### src/rtl/lbist_pkg.sv
package lbist_pkg;
  typedef enum logic [2:0] {
    ST_IDLE   = 3'd0,
    ST_FLUSH  = 3'd1,
    ST_LOAD   = 3'd2,
    ST_CAPT   = 3'd3,
    ST_UNLOAD = 3'd4,
    ST_CMP    = 3'd5,
    ST_DONE   = 3'd6
  } seq_state_t;
endpackage

### src/rtl/lbist_prpg.sv
module lbist_prpg #(
  parameter int              W    = 8,
  parameter int              NOUT = 4,
  parameter logic [W-1:0]    TAPS = 8'hB8,
  parameter logic [W-1:0]    SEED = 8'h01
) (
  input  logic            clk,
  input  logic            rst,
  input  logic            load,
  input  logic            adv,
  output logic [NOUT-1:0] taps_o
);
  logic [W-1:0] state_q;
  logic         fb;

  assign fb = ^(state_q & TAPS);

  always_ff @(posedge clk) begin
    if (rst || load) state_q <= SEED;
    else if (adv)    state_q <= {state_q[W-2:0], fb};
  end

  genvar gi;
  generate
    for (gi = 0; gi < NOUT; gi++) begin : g_tap
      assign taps_o[gi] = state_q[gi];
    end
  endgenerate

  // generator must never reach the all-zero lock-up state
  a_r4_nonzero: assert property (@(posedge clk) disable iff (rst)
    adv |=> (state_q != '0));
endmodule

### src/rtl/lbist_misr.sv
module lbist_misr #(
  parameter int           W    = 8,
  parameter int           NIN  = 4,
  parameter logic [W-1:0] TAPS = 8'h8E
) (
  input  logic           clk,
  input  logic           rst,
  input  logic           clr,
  input  logic           en,
  input  logic [NIN-1:0] din,
  output logic [W-1:0]   sig
);
  localparam int PAD = W - NIN;

  logic [W-1:0] shifted;
  logic [W-1:0] inject;

  assign shifted = {sig[W-2:0], ^(sig & TAPS)};

  generate
    if (PAD > 0) begin : g_pad
      assign inject = {{PAD{1'b0}}, din};
    end else begin : g_nopad
      assign inject = din;
    end
  endgenerate

  always_ff @(posedge clk) begin
    if (rst || clr) sig <= '0;
    else if (en)    sig <= shifted ^ inject;
  end

  a_r5_hold: assert property (@(posedge clk) disable iff (rst)
    (!en && !clr) |=> $stable(sig));
endmodule

### src/rtl/lbist_seq.sv
module lbist_seq
  import lbist_pkg::*;
#(
  parameter int CH_LEN  = 8,
  parameter int NUM_PAT = 5
) (
  input  logic clk,
  input  logic rst,
  input  logic start,
  output logic accept,
  output logic shift_en,
  output logic capture_en,
  output logic isolate,
  output logic flush,
  output logic adv,
  output logic cmp
);
  localparam int CW = (CH_LEN > 1) ? $clog2(CH_LEN) : 1;
  localparam int PW = $clog2(NUM_PAT + 1);
  localparam logic [CW-1:0] LAST_BIT = CW'(CH_LEN - 1);
  localparam logic [PW-1:0] LAST_PAT = PW'(NUM_PAT - 1);

  seq_state_t    state_q, state_d;
  logic [CW-1:0] cnt_q, cnt_d;
  logic [PW-1:0] pat_q, pat_d;

  always_comb begin
    state_d = state_q;
    cnt_d   = cnt_q;
    pat_d   = pat_q;
    accept  = 1'b0;
    case (state_q)
      ST_IDLE, ST_DONE: begin
        if (start) begin
          state_d = ST_FLUSH;
          cnt_d   = '0;
          pat_d   = '0;
          accept  = 1'b1;
        end
      end
      ST_FLUSH: begin
        if (cnt_q == LAST_BIT) begin
          state_d = ST_LOAD;
          cnt_d   = '0;
        end else cnt_d = cnt_q + 1'b1;
      end
      ST_LOAD: begin
        if (cnt_q == LAST_BIT) begin
          state_d = ST_CAPT;
          cnt_d   = '0;
        end else cnt_d = cnt_q + 1'b1;
      end
      ST_CAPT: begin
        if (pat_q == LAST_PAT) state_d = ST_UNLOAD;
        else begin
          state_d = ST_LOAD;
          pat_d   = pat_q + 1'b1;
        end
      end
      ST_UNLOAD: begin
        if (cnt_q == LAST_BIT) begin
          state_d = ST_CMP;
          cnt_d   = '0;
        end else cnt_d = cnt_q + 1'b1;
      end
      ST_CMP:  state_d = ST_DONE;
      default: state_d = ST_IDLE;
    endcase
  end

  always_ff @(posedge clk) begin
    if (rst) begin
      state_q    <= ST_IDLE;
      cnt_q      <= '0;
      pat_q      <= '0;
      shift_en   <= 1'b0;
      capture_en <= 1'b0;
      isolate    <= 1'b0;
      flush      <= 1'b0;
      adv        <= 1'b0;
      cmp        <= 1'b0;
    end else begin
      state_q    <= state_d;
      cnt_q      <= cnt_d;
      pat_q      <= pat_d;
      shift_en   <= (state_d == ST_FLUSH) || (state_d == ST_LOAD) || (state_d == ST_UNLOAD);
      capture_en <= (state_d == ST_CAPT);
      isolate    <= (state_d != ST_IDLE) && (state_d != ST_DONE);
      flush      <= (state_d == ST_FLUSH);
      adv        <= (state_d == ST_LOAD) || (state_d == ST_UNLOAD);
      cmp        <= (state_d == ST_CMP);
    end
  end

  initial a_cfg_len_cap: assert (CH_LEN >= 2 && CH_LEN <= 512 && NUM_PAT >= 1);

  a_r6_no_overlap: assert property (@(posedge clk) disable iff (rst)
    !(shift_en && capture_en));
  a_r6_capt_then_shift: assert property (@(posedge clk) disable iff (rst)
    capture_en |=> shift_en);
  a_r2_iso_cover: assert property (@(posedge clk) disable iff (rst)
    (shift_en || capture_en || cmp) |-> isolate);
  a_r8_no_restart: assert property (@(posedge clk) disable iff (rst)
    (isolate && !cmp) |=> isolate);
endmodule

### src/rtl/lbist_ctrl.sv
module lbist_ctrl #(
  parameter int            NUM_CH    = 4,
  parameter int            CH_LEN    = 8,
  parameter int            NUM_PAT   = 5,
  parameter int            PRPG_W    = 8,
  parameter int            MISR_W    = 8,
  parameter logic [7:0]    PRPG_TAPS = 8'hB8,
  parameter logic [7:0]    PRPG_SEED = 8'h01,
  parameter logic [7:0]    MISR_TAPS = 8'h8E
) (
  input  logic              clk,
  input  logic              rst,
  input  logic              start,
  input  logic [MISR_W-1:0] golden_sig,
  input  logic [NUM_CH-1:0] chan_out,
  output logic [NUM_CH-1:0] chan_in,
  output logic              shift_en,
  output logic              capture_en,
  output logic              isolate,
  output logic              done,
  output logic              pass
);
  logic              accept, flush, adv, cmp;
  logic [NUM_CH-1:0] gen_bits;
  logic [MISR_W-1:0] sig;

  lbist_seq #(.CH_LEN(CH_LEN), .NUM_PAT(NUM_PAT)) u_seq (
    .clk(clk), .rst(rst), .start(start), .accept(accept),
    .shift_en(shift_en), .capture_en(capture_en), .isolate(isolate),
    .flush(flush), .adv(adv), .cmp(cmp)
  );

  lbist_prpg #(.W(PRPG_W), .NOUT(NUM_CH), .TAPS(PRPG_W'(PRPG_TAPS)),
               .SEED(PRPG_W'(PRPG_SEED))) u_prpg (
    .clk(clk), .rst(rst), .load(accept), .adv(adv), .taps_o(gen_bits)
  );

  lbist_misr #(.W(MISR_W), .NIN(NUM_CH), .TAPS(MISR_W'(MISR_TAPS))) u_misr (
    .clk(clk), .rst(rst), .clr(accept), .en(adv), .din(chan_out), .sig(sig)
  );

  assign chan_in = flush ? '0 : gen_bits;

  always_ff @(posedge clk) begin
    if (rst || accept) begin
      done <= 1'b0;
      pass <= 1'b0;
    end else if (cmp) begin
      done <= 1'b1;
      pass <= (sig == golden_sig);
    end
  end

  a_r7_hold: assert property (@(posedge clk) disable iff (rst)
    (done && !start) |=> (done && $stable(pass)));
  a_r7_pass_gated: assert property (@(posedge clk) disable iff (rst)
    pass |-> done);
endmodule

### config.mk
export PLATFORM = sky130hd
export DESIGN_NAME = lbist_ctrl
export DESIGN_NICKNAME = d
export VERILOG_FILES = /design/src/rtl/lbist_pkg.sv /design/src/rtl/lbist_prpg.sv /design/src/rtl/lbist_misr.sv /design/src/rtl/lbist_seq.sv /design/src/rtl/lbist_ctrl.sv
export SDC_FILE = /design/constraint.sdc
export NUM_CORES = 1
export LEC_CHECK = 0
export BUFFER_PORTS_ARGS = -buffer_cell sky130_fd_sc_hd__buf_2
export CORE_UTILIZATION = 55
export DETAILED_ROUTE_END_ITERATION = 8
export PLACE_DENSITY = 0.77
export SLEW_MARGIN = 20
export SYNTH_ARGS = -nofsm -noshare
export SYNTH_HDL_FRONTEND = slang
export SYNTH_SLANG_ARGS = --single-unit
### constraint.sdc
create_clock -name clk -period 4.1 [get_ports clk]
set_input_delay 0.41 -clock clk [delete_from_list [all_inputs] [get_ports clk]]
set_output_delay 0.41 -clock clk [all_outputs]
set_load 0.03 [all_outputs]
==> flow_metrics.tcl <==
set metrics [dict create \
    vdd_drop_max_mv 0.211 \
    synth_edf_count 0 \
    pwr-share-comb 0.073 \
    dp_cells 217 \
    syn_area_per_cell_um2 9.36 \
    vias_per_cell 5.46 \
    final_cell_count_no_fill 225 \
    crit_start "u_seq.state_q[1]" \
    slew_headroom 0.412 \
    yosys_warnings 0 \
    worstPathCellList "xnor2_2 > nand2_1 > nand2_1 > a211o_1" \
    syn_nets 191 \
    grt_usage 0.199 \
    r2r_start "u_seq.state_q[1]" \
    fin_area_um2 1760 \
    cp_max_fo 19 \
    synthDistinctLibCells 42 \
    clk_pin_slew_ps 110 \
    cts_setup_buffers 0 \
    min_from "chan_out[1]" \
    max_freq_mhz 586 \
    crit_path_top_delay_cell "dfxtp_1" \
    nNetsFinal 212 \
    clk_latency_ps 330 \
    die_w_um 56.1 \
    max_stage_delay_ps 670 \
    finalClockSkew_ps 13.6 \
    die_area_um2 3150 \
    ioPinCount 24 \
    postRouteAntennaNets 0 \
    drcViolationCount 0 \
    syn_inst 172 \
    hold_viol 0 \
    first_iter_violations 29 \
    drive_gt1_frac 0.175 \
    postSynth.asyncResetShare 0 \
    hold-worst-slack_ps 389 \
    cts_sinks 33 \
    vias 1228 \
    period_share 0.416 \
    portBuffers 23 \
    syn_area_um2 1610 \
    fin_tns_setup_ps 0 \
    antenna_found_initial 0 \
    grt_pass1_vias 1201 \
    drt_wl_total_mm 2.83 \
    row_count 19 \
    cp_common_cell "nand2_1" \
    cts_tree "built" \
    cts_buffers 5 \
    die_y_um 56.1 \
    period_needed_ps 1710 \
    root_buffer "clkbuf_4" \
    coreArea_um2 2760 \
    wl_per_cell_um 12.6 \
    layout_common_cells "dfxtp_1 (33), buf_2 (23), nor2_1 (21), mux2i_1 (12)" \
    drv_cap 0 \
    pwr-share-seq 0.609 \
    worst_slew_pin_slew_ps 881 \
    swShare 0.249 \
    clockBufferDepth 2 \
    crit_path_end_kind "flip-flop" \
    synth_flop_cell "dfxtp_1" \
    rsz0062_at_grt "false" \
    regArea_um2 661 \
    clkPwrFrac 0.318 \
    p_leak_nw 0.699 \
    grt_remaining_overflow 0 \
    grt_first_pass_wirelength_mm 4.88 \
    critical_path_class "reg -> reg" \
    intPower_uw 406 \
    antenna_cells 0 \
    post-dp-hpwl_mm 2.07 \
    fill_cells 241 \
    final_common_cell "dfxtp_1" \
    synthToLayoutAreaGrowth_pct 9.40 \
    cts_resized 0 \
    placed_cell_area_um2 1710 \
    cp.arrival_ps 1930 \
    start_kind "flip-flop" \
    drt_first_pass_iters 4 \
    required_ps 4330 \
    gp_congestion 0.790 \
    finalSetupViolations 0 \
    p_switching_uw 135 \
    hold_class "in -> reg" \
    outcome "completed" \
    grt_max_degree 21 \
    ys_seq_area_frac 0.410 \
    multi_input_area_um2 881 \
    hold_buffers 0 \
    ys_ff_latch 33 \
    initial_utilization 0.584 \
    htreeDepth 2 \
    powerDensity_nw_per_um2 307 \
    slew_viol_final 0 \
]
## power by group through the flow
stage	Sequential, mW	Clock [mW]	Combinational [mW]
6_report	0.330	0.172	0.0395
3_3_place_gp	0.337	0	0.0382
5_1_grt	0.331	0.190	0.0434
3_5_place_dp	0.337	0	0.0397
2_1_floorplan	0.337	0	0.0269
4_1_cts	0.330	0.179	0.0400
## flip-flops by register name, indices dropped and copies added, names as in the netlist
register	flops
u_seq.flush	1
done	1
pass	1
u_seq.capture_en	1
u_seq.shift_en	1
u_seq.pat_q	3
u_seq.isolate	1
u_seq.adv	1
u_misr.sig	8
u_seq.state_q	3
u_seq.cmp	1
u_prpg.state_q	8
u_seq.cnt_q	3
## through the flow
stage                      util  worst slack, ps  total power [mW]
after floorplan               -             2630             0.363
after global placement    0.620             2500             0.375
after detailed placement  0.620             2430             0.377
after CTS                 0.639             2400             0.548
after global routing      0.639             2250             0.564
final                     0.639             2390             0.541
## worst max-delay path: cells and delay by family (launching register included)
kind,cells,cell delay (ps)
DFF,1,670
xor gates and xnor gates,1,140
AOI/OAI and AO/OA,1,350
and+or+nand+nor,2,440
## path summary, 6_finish.rpt
path                             to  slack (ps)  depth (start not counted)
setup / recovery  u_prpg.state_q[0]        2390                          4
hold / removal        u_misr.sig[1]         390                          3
setup reg to reg  u_prpg.state_q[0]        2390                          4
hold reg to reg      u_seq.pat_q[1]         480                          2
## synthesized netlist by cell type, types with 2 or more instances
master	count	area, µm²
a21oi_1	9	45.0
nor3_1	3	15.0
a211oi_1	6	45.0
nor2_1	21	78.8
buf_2	4	20.0
xor2_1	9	78.8
xnor2_1	7	61.3
or3_1	2	12.5
dfxtp_1	33	661
buf_4	4	30.0
and3_1	2	12.5
nand2_1	8	30.0
nor2b_1	9	56.3
nand2b_1	2	12.5
ha_1	4	50.1
mux2i_1	12	120
o21ai_0	6	30.0
or2_1	2	12.5
inv_1	4	15.0
nand3_1	2	10.0
nor3b_1	2	15.0
## kinds of logic (layout without fill, tap and decap cells)
logic type               count (synthesis)  in the layout  synth area share
AO/OA/AOI/OAI                           30             30             0.124
XOR/XNOR                                18             18             0.111
adder cells (fa/ha/maj)                  4              4            0.0311
buffers and inverters                   13             35            0.0427
flip-flops                              33             33             0.410
multiplexers                            13             13            0.0816
AND/OR/NAND/NOR                         61             61             0.199
## layout make-up
class,count,share of cell area
clock buffers,6,0.0234
clock inverters,2,0.00568
inverters,4,0.00852
multi-input cells,126,0.500
flip-flops and latches,33,0.375
well taps,31,0.0220
repair buffers,23,0.0653
## routing by layer
layer	vias up	routed length, µm	GRT usage
met1	571	1280	0.225
li1	630	-	-
met5	-	0	0
met4	0	32	0.0732
met3	4	116	0.0628
met2	23	1390	0.349
Note: power is estimated with default switching activity, not from simulation.
